==> config.mk <==
export PLATFORM = sky130hd
export DESIGN_NAME = adc_cfg_writer
export DESIGN_NICKNAME = d
export VERILOG_FILES = /design/src/rtl/adc_cfg_pkg.sv /design/src/rtl/adc_cfg_table.sv /design/src/rtl/adc_cfg_baud.sv /design/src/rtl/adc_cfg_seq.sv /design/src/rtl/adc_cfg_writer.sv
export SDC_FILE = /design/constraint.sdc
export NUM_CORES = 1
export LEC_CHECK = 0
export CAP_MARGIN = 20
export CORE_ASPECT_RATIO = 0.7
export CORE_MARGIN = 2
export CORE_UTILIZATION = 52
export CTS_BUF_LIST = sky130_fd_sc_hd__clkbuf_8 sky130_fd_sc_hd__clkbuf_16
export DETAILED_ROUTE_END_ITERATION = 16
export HOLD_SLACK_MARGIN = 0.02
export MAX_ROUTING_LAYER = met4
export PLACE_DENSITY = 0.74
export SLEW_MARGIN = 15
export SYNTH_ARGS = -nofsm -noshare
export SYNTH_HDL_FRONTEND = slang
export SYNTH_SLANG_ARGS = --single-unit
==> constraint.sdc <==
create_clock -name clk -period 1.7 [get_ports clk]
set_clock_uncertainty 0.1 [all_clocks]
set_input_delay 0.51 -clock clk [delete_from_list [all_inputs] [get_ports clk]]
set_output_delay 0.51 -clock clk [all_outputs]
set_load 0.03 [all_outputs]
==> src/rtl/adc_cfg_pkg.sv <==
package adc_cfg_pkg;
  localparam int ADDR_W  = 6;
  localparam int DATA_W  = 8;
  localparam int ENTRY_W = ADDR_W + DATA_W;
  localparam int FRAME_W = ENTRY_W + 2;

  typedef enum logic [1:0] {
    ST_IDLE,
    ST_XFER,
    ST_GAP,
    ST_DONE
  } seq_state_t;

  // Write frame: write-enable (active low) = 0, read/write = 0 (write), then entry
  function automatic logic [FRAME_W-1:0] build_frame(input logic [ENTRY_W-1:0] entry);
    return {1'b0, 1'b0, entry};
  endfunction
endpackage

==> src/rtl/adc_cfg_table.sv <==
module adc_cfg_table import adc_cfg_pkg::*; #(
  parameter int N_ENTRIES = 4,
  parameter int IDX_W     = 2,
  parameter logic [N_ENTRIES*ENTRY_W-1:0] CFG_TABLE = '0
) (
  input  logic [IDX_W-1:0]   idx,
  output logic [FRAME_W-1:0] frame
);
  logic [ENTRY_W-1:0] entries [N_ENTRIES];

  for (genvar g = 0; g < N_ENTRIES; g++) begin : g_ent
    assign entries[g] = CFG_TABLE[g*ENTRY_W +: ENTRY_W];
  end

  always_comb begin
    if (int'(idx) < N_ENTRIES) frame = build_frame(entries[idx]);
    else                        frame = '0;
  end
endmodule

==> src/rtl/adc_cfg_baud.sv <==
module adc_cfg_baud #(
  parameter int SCLK_HALF = 4
) (
  input  logic clk,
  input  logic rst,
  input  logic active,
  output logic half_end
);
  localparam int CNT_W = (SCLK_HALF > 1) ? $clog2(SCLK_HALF) : 1;
  localparam logic [CNT_W-1:0] CNT_LAST = CNT_W'(SCLK_HALF - 1);

  logic [CNT_W-1:0] cnt;

  always_ff @(posedge clk) begin
    if (rst || !active)        cnt <= '0;
    else if (cnt == CNT_LAST)  cnt <= '0;
    else                       cnt <= cnt + 1'b1;
  end

  assign half_end = active && (cnt == CNT_LAST);
endmodule

==> src/rtl/adc_cfg_seq.sv <==
module adc_cfg_seq import adc_cfg_pkg::*; #(
  parameter int N_ENTRIES = 4,
  parameter int CS_GAP    = 2,
  parameter int IDX_W     = 2
) (
  input  logic               clk,
  input  logic               rst,
  input  logic               gate,
  input  logic               half_end,
  input  logic [FRAME_W-1:0] frame,
  output logic [IDX_W-1:0]   idx,
  output logic               xfer_active,
  output logic               cs_n,
  output logic               sclk,
  output logic               sdata,
  output logic               done
);
  localparam int GAP_W = $clog2(CS_GAP);
  localparam logic [GAP_W-1:0] GAP_LAST = GAP_W'(CS_GAP - 1);
  localparam logic [IDX_W-1:0] IDX_LAST = IDX_W'(N_ENTRIES - 1);
  localparam logic [3:0]       BIT_LAST = 4'(FRAME_W - 1);

  seq_state_t         state;
  logic [FRAME_W-2:0] shreg;
  logic [3:0]         bitc;
  logic               ph;
  logic [GAP_W-1:0]   gcnt;

  always_ff @(posedge clk) begin
    if (rst || !gate) begin
      state <= ST_IDLE;
      idx   <= '0;
      shreg <= '0;
      bitc  <= '0;
      ph    <= 1'b0;
      gcnt  <= '0;
      cs_n  <= 1'b1;
      sclk  <= 1'b1;
      sdata <= 1'b0;
      done  <= 1'b0;
    end else begin
      case (state)
        ST_IDLE: begin
          state <= ST_XFER;
          cs_n  <= 1'b0;
          sclk  <= 1'b0;
          sdata <= frame[FRAME_W-1];
          shreg <= frame[FRAME_W-2:0];
          bitc  <= '0;
          ph    <= 1'b0;
        end
        ST_XFER: begin
          if (half_end) begin
            if (!ph) begin
              sclk <= 1'b1;
              ph   <= 1'b1;
            end else if (bitc == BIT_LAST) begin
              cs_n  <= 1'b1;
              sclk  <= 1'b1;
              sdata <= 1'b0;
              ph    <= 1'b0;
              bitc  <= '0;
              if (idx == IDX_LAST) begin
                state <= ST_DONE;
                done  <= 1'b1;
              end else begin
                idx   <= idx + 1'b1;
                gcnt  <= '0;
                state <= ST_GAP;
              end
            end else begin
              bitc  <= bitc + 1'b1;
              ph    <= 1'b0;
              sclk  <= 1'b0;
              sdata <= shreg[FRAME_W-2];
              shreg <= {shreg[FRAME_W-3:0], 1'b0};
            end
          end
        end
        ST_GAP: begin
          if (gcnt == GAP_LAST) begin
            state <= ST_XFER;
            cs_n  <= 1'b0;
            sclk  <= 1'b0;
            sdata <= frame[FRAME_W-1];
            shreg <= frame[FRAME_W-2:0];
            bitc  <= '0;
            ph    <= 1'b0;
          end else begin
            gcnt <= gcnt + 1'b1;
          end
        end
        ST_DONE: ;
        default: state <= ST_IDLE;
      endcase
    end
  end

  assign xfer_active = (state == ST_XFER);
endmodule

==> src/rtl/adc_cfg_writer.sv <==
module adc_cfg_writer import adc_cfg_pkg::*; #(
  parameter int N_ENTRIES = 4,
  parameter int SCLK_HALF = 4,
  parameter int CS_GAP    = 2,
  parameter logic [N_ENTRIES*ENTRY_W-1:0] CFG_TABLE =
    {6'h03, 8'h0F, 6'h02, 8'hA5, 6'h01, 8'h3C, 6'h00, 8'h81}
) (
  input  logic clk,
  input  logic rst,
  input  logic run_start,
  input  logic conv_enable,
  output logic adc_cs_n,
  output logic adc_sclk,
  output logic cfg_sdata,
  output logic cfg_done
);
  localparam int IDX_W = (N_ENTRIES > 1) ? $clog2(N_ENTRIES) : 1;

  logic               gate;
  logic               half_end;
  logic               xfer_active;
  logic [IDX_W-1:0]   idx;
  logic [FRAME_W-1:0] frame;

  assign gate = run_start & conv_enable;

  adc_cfg_table #(
    .N_ENTRIES (N_ENTRIES),
    .IDX_W     (IDX_W),
    .CFG_TABLE (CFG_TABLE)
  ) table_i (
    .idx   (idx),
    .frame (frame)
  );

  adc_cfg_baud #(
    .SCLK_HALF (SCLK_HALF)
  ) baud_i (
    .clk      (clk),
    .rst      (rst),
    .active   (xfer_active),
    .half_end (half_end)
  );

  adc_cfg_seq #(
    .N_ENTRIES (N_ENTRIES),
    .CS_GAP    (CS_GAP),
    .IDX_W     (IDX_W)
  ) seq_i (
    .clk         (clk),
    .rst         (rst),
    .gate        (gate),
    .half_end    (half_end),
    .frame       (frame),
    .idx         (idx),
    .xfer_active (xfer_active),
    .cs_n        (adc_cs_n),
    .sclk        (adc_sclk),
    .sdata       (cfg_sdata),
    .done        (cfg_done)
  );
endmodule

==> summary.txt, run 1 <==
Worst setup path
  • Worst path top cell family by delay: buffers and inverters
  • Type of origin of the critical path: flop
  • WP buf/inv: 1
  • Critical Path RT: 1.09 ns
  • CP Capture Type: output pin
  • CP Class: flop to output pin
  • CP max FO: 2
  • Slowest cell delay on critical path: around 0.4 ns
  • Critical path arrival: 1.02 ns
  • Slowest CP cell: dlygate4sd2_1
  • Reg2Reg Setup Slack: approximately 0.080 ns
  • Worst-path cell chain: dlygate4sd2_1

STA
  • Final WS setup: around 0.073 ns
  • Final setup TNS: 0 ns
  • RSZ-0062 raised after global routing: false
  • Relative slew slack: 0.7695
  • # setup viols final: 0
  • Worst hold slack: 0.3402 ns
  • Fin crit share: 0.9570
  • Endpoints failing hold: 0
  • Worst Tran Pin Value: 0.3450 ns
  • Peak Freq: 614.7 MHz
  • Final Max Slew Viols: 0
  • Minimum clock period: 1.627 ns

Synthesis
  • Net Count, Synth: around 170
  • Synth cell types: 35
  • Commonest cells in the synthesized netlist: dfxtp_1 (31), nand2_1 (20), nor2_1 (15)
  • Mean Syn Cell Area: 8.984 um2
  • Mapped cell area: 1393 um2
  • Async SR Flop Fraction: 0
  • Cells after Synth: 155
  • Top cells by area, synth: dfxtp_1 (45%), ha_1 (6.3%), nand2_1 (5.4%), a21oi_1 (4.3%), buf_6 (4.0%)
  • Top FF cell, synth: dfxtp_1
  • Seq/Total Area, Yosys: 0.4456
  • Synth warn: 0
  • Yosys reg bits: 31
  • Synth top area share: 0.4456
  • Cell taking the most area after synthesis: dfxtp_1
  • Number of enable flip-flop cells after synthesis: 0
  • Most common cell in the netlist: dfxtp_1

Routing
  • Post-route ant nets: 0
  • DR vias: 1,190
  • Wire length per cell: 14.82 um
  • Vias/cell: 5.862
  • Detailed-route DRC error count: 0
  • Aggregate routed wire length: 3008 um
  • DR pass1 iterations: 4
  • 1st-iter DRT viols: 113

Power
  • Cell Pwr Density: 846.8 nW/um2
  • Static Leakage: just under 0.6 nW
  • Peak supply drop: 0.5004 mV

CTS
  • Cts hold-fix bufs: 0
  • Clk buf depth: 2
  • Worst skew pair latency: 0.29 ns
  • CTS tree: built
  • H-tree lvl count: 2
  • Worst-path clk slew: 0.06 ns
  • Clock root buffer: clkbuf_8
  • Clk sink count: 31
  • Inserted Clock Buffers: 5

Placement
  • Number of I/O port buffers: 7
  • Place WS: -0.2276 ns
  • RePlAce Congestion: 0.8785
  • HPWL after DPL: 2064 um
  • DP Area: 1541 um2

Flow run
  • Max Cap Viol: 0

Outcome
  • Outcome: complete, no violations

Global routing
  • Pin count of the biggest net entering global routing: 22
  • Congestion Overflow GR: 0
  • Global-route wire length before repair: 4947 um
  • Tot GR Track Use: 0.2311
  • Vias in the first global route: 1,134
  • Initial antenna violation count: 0

Floorplanning
  • Core box area: 2496 um2
  • Num ports: 8
  • Die width: between 60 and 70 um
  • # rows: 15
  • Die area: 3114 um2
  • Initial Utilization: 0.5579
  • Die Y: 47.30 um

Worst hold path
  • HP Class: flop to flop

Cells and area
  • # diodes: 0
  • Final Net Count: 180
  • Share of cells above drive strength 1: 0.1775
  • P&R area growth vs syn: 17.70%
  • Finished Cell Area: between 1500 and 2000 um2
[layout make-up]
class | count | area, um2
tap | 34 | 42.54
multi-input combinational | 110 | 700.7
timing repair buffer | 18 | 172.7
clock inverter | 1 | 5.005
clock buffer | 6 | 82.58
sequential | 31 | 624.3
inverter | 3 | 11.26
fill | 191 | 857.1
[kinds of logic (layout without fill, tap and decap cells)]
group           after synthesis  count (layout)  synth area share
xor+xnor                      1               1          0.006290
flops                        31              31            0.4456
buf+inv                      14              28           0.06558
simple gates                 57              57            0.1959
compound gates               37              37            0.1635
mux                           8               8           0.06020
fa+ha+maj                     7               7           0.06289
[report_power, final]
group	switching, mW	total, mW	internal [mW]
clock	0.260	0.577	0.317
combinational	0.0385	0.0719	0.0334
sequential	0.00558	0.739	0.734
[routing by layer]
metal	vias to the layer above	part of all wire	global-route usage
li1	570	-	-
met1	548	0.43	0.2665
met2	55	0.46	0.3758
met3	17	0.076	0.05755
met4	0	0.032	0.1333
met5	-	0	-
[final timing paths]
path | start | to | cells past startpoint
max | seq_i.sclk | adc_sclk | 1
min | baud_i.cnt[0] | baud_i.cnt[0] | 1
max reg2reg | seq_i.bitc[0] | seq_i.shreg[4] | 6
min reg2reg | baud_i.cnt[0] | baud_i.cnt[0] | 1
[flip-flops by register name (all words and copies together), names as in the netlist, 2 cells and up]
register	flops
seq_i.bitc	4
seq_i.state	2
seq_i.idx	2
baud_i.cnt	2
seq_i.shreg	15
[layout by cell type (no fill, tap or decap), drive strengths merged, types with 5 or more instances in the layout]
cell | synthesis | layout
nor2 | 15 | 15
o22ai | 8 | 8
a21oi | 12 | 12
buf | 6 | 11
mux2i | 5 | 5
clkbuf | 5 | 6
ha | 7 | 7
dfxtp | 31 | 31
o21ai | 6 | 6
nand2 | 20 | 20
[through the flow]
step           utilization  power, mW  std cells
2_1_floorplan            -     0.7986        155
3_3_place_gp        0.6175     0.8252        196
3_5_place_dp        0.6175     0.8276        196
4_1_cts             0.6506      1.399        203
5_1_grt             0.6566      1.438        203
6_report            0.6566      1.388        203
[timing repair]
| action | in CTS | in global routing |
|---|---|---|
| endpoints found under the setup margin | 4 | 7 |
| cloned | 0 | 0 |
| buffers inserted | 0 | 0 |
| pin swaps | 0 | 3 |
| gates resized for setup | 4 | 4 |
No activity file was read; power rests on OpenSTA's default activity.
==> run 2: changes to the inputs <==
- CORE_MARGIN: 2 -> 10
- HOLD_SLACK_MARGIN: 0.02 -> unset
==> run 2 against run 1 <==
Clock power down 6.4%. Critical path depth unchanged. Non-clock buffer count unchanged. Cell area down 0.76%. Final cell count up 0.49%. Register-to-register slack better by 0.02 ns. First-iteration DRC count down 11%. Critical path type unchanged. Critical endpoint unchanged.
==> summary.txt, run 2 (synthesized netlist as in run 1, its figures left out) <==
Global routing
  • Initial antenna violation count: 0
  • Global-route wire length before repair: 4974 um
  • Congestion Overflow GR: 0
  • Vias in the first global route: 1,099
  • Pin count of the biggest net entering global routing: 22
  • Tot GR Track Use: 0.1267

Worst hold path
  • Worst Hold Launch: baud_i.cnt[0]
  • HP Class: flop to flop

Placement
  • HPWL after DPL: roughly 2100 um
  • Number of I/O port buffers: 7
  • DP Area: 1541 um2
  • RePlAce Congestion: 0.8313

Routing
  • Aggregate routed wire length: approximately 3000 um
  • Detailed-route DRC error count: 0
  • Uppermost layer routed: met4
  • DR vias: 1,151
  • 1st-iter DRT viols: just over 100
  • Post-route ant nets: 0
  • Met3 routed WL: roughly 220 um
  • Met2 wire len: 1431 um
  • Vias/cell: 5.642
  • DR pass1 iterations: 4
  • Wire length per cell: 14.76 um
  • Met1 wire length: roughly 1300 um

STA
  • Endpoints failing hold: 0
  • Worst Tran Pin Value: 0.3455 ns
  • Minimum clock period: approximately 1.6 ns
  • Relative slew slack: 0.7694
  • Final Max Slew Viols: 0
  • RSZ-0062 raised after global routing: false
  • Worst hold slack: 0.3670 ns
  • Final setup TNS: 0 ns
  • Fin crit share: 0.9672
  • # setup viols final: 0
  • Peak Freq: 608.2 MHz

Cells and area
  • Largest register FFs: 15
  • P&R area growth vs syn: 16.80%
  • # diodes: 0
  • Share of cells above drive strength 1: 0.1765
  • Finished Cell Area: roughly 1600 um2
  • Final Net Count: 180
  • Most common cell after layout, fill and taps aside: dfxtp_1
  • Commonest non-fill, non-tap cells in the layout: dfxtp_1 (29), nand2_1 (20), nor2_1 (15)
  • Largest regs: seq_i.shreg (15), seq_i.bitc (4)
  • Largest Register: seq_i.shreg

Worst setup path
  • Worst-path cell chain: dlygate4sd2_1
  • CP max FO: 2
  • FF-to-FF Start: seq_i.state[0]
  • CP Class: flop to output pin
  • Type of origin of the critical path: flop
  • Slowest cell delay on critical path: 0.41 ns
  • CP Capture Type: output pin
  • Critical Path RT: 1.09 ns
  • Critical path arrival: 1.03 ns
  • Worst path top cell family by delay: buffers and inverters
  • WP buf/inv: 1
  • Slowest CP cell: dlygate4sd2_1
  • Critical Path Start: seq_i.sclk

CTS
  • Clk sink count: 31
  • H-tree lvl count: 2
  • Cts hold-fix bufs: 0
  • Worst-path clk slew: about 0.07 ns
  • Post-CTS setup buffers: 0
  • CTS tree: built
  • Worst skew pair latency: 0.29 ns
  • Inserted Clock Buffers: 5
  • Clk buf depth: 2
  • Clock root buffer: clkbuf_8

Floorplanning
  • Core box area: 2515 um2
  • Num ports: 8
  • Die Y: between 60 and 70 um
  • # rows: 15
  • Die area: 5181 um2
  • Initial Utilization: 0.5537
  • Die width: 81.85 um

Outcome
  • Outcome: complete, no violations

Power
  • Static Leakage: 0.6041 nW
  • Overall power: 1.352 mW
  • Cell Pwr Density: 831.1 nW/um2
  • Peak supply drop: 0.5559 mV

Flow run
  • Max Cap Viol: 0
## run 2: cell types whose count changed in the layout (fill, tap and decap cells not counted), sizes merged
cell	before	now
inv	3	5
clkbuf	6	5
## run 2: layer usage
| layer | vias to the layer above | track usage |
|---|---|---|
| met5 | - | - |
| met3 | 8 | 0.05524 |
| met4 | 0 | 0.06356 |
| met1 | 546 | 0.1420 |
| li1 | 568 | - |
| met2 | 29 | 0.1865 |
## run 2: where the power goes
| part | internal [mW] | total (mW) | switching [mW] |
|---|---|---|---|
| combinational | 0.0345 | 0.0732 | 0.0386 |
| clock | 0.274 | 0.540 | 0.265 |
| sequential | 0.733 | 0.739 | 0.00569 |
## run 2: per-stage QoR
stage / worst slack, ns / std cells / utilization
global route: 0.001306 / 204 / 0.6468
detailed placement: -0.2021 / 196 / 0.6129
CTS: 0.04234 / 204 / 0.6433
finish: 0.05576 / 204 / 0.6468
global placement: -0.1573 / 196 / 0.6129
floorplan: 0.006499 / 155 / -
## run 2: final cells by class
class                      instances  area, um2
tap                               34      42.54
timing repair buffer              18      172.7
clock buffer                       5      68.82
multi-input combinational        110      695.7
inverter                           3      11.26
fill                             221      888.4
clock inverter                     3      12.51
sequential                        31      623.1
## run 2: final timing paths
| path | to | slack (ns) | cells past startpoint |
|---|---|---|---|
| setup / recovery | adc_sclk | 0.06 | 1 |
| hold / removal | baud_i.cnt[0] | 0.37 | 1 |
| setup reg to reg | seq_i.shreg[2] | 0.10 | 5 |
| hold reg to reg | baud_i.cnt[0] | 0.37 | 1 |
## run 2: repair_timing
item,4_1_cts,5_1_grt
resized for setup,4,4
gates cloned,0,0
setup endpoints to repair,4,8
==> run 3: changes to the inputs <==
- HOLD_SLACK_MARGIN: unset -> 0.05
==> results of run 3 <==
The final DEF is identical to that of run 2; final timing and power are the same.
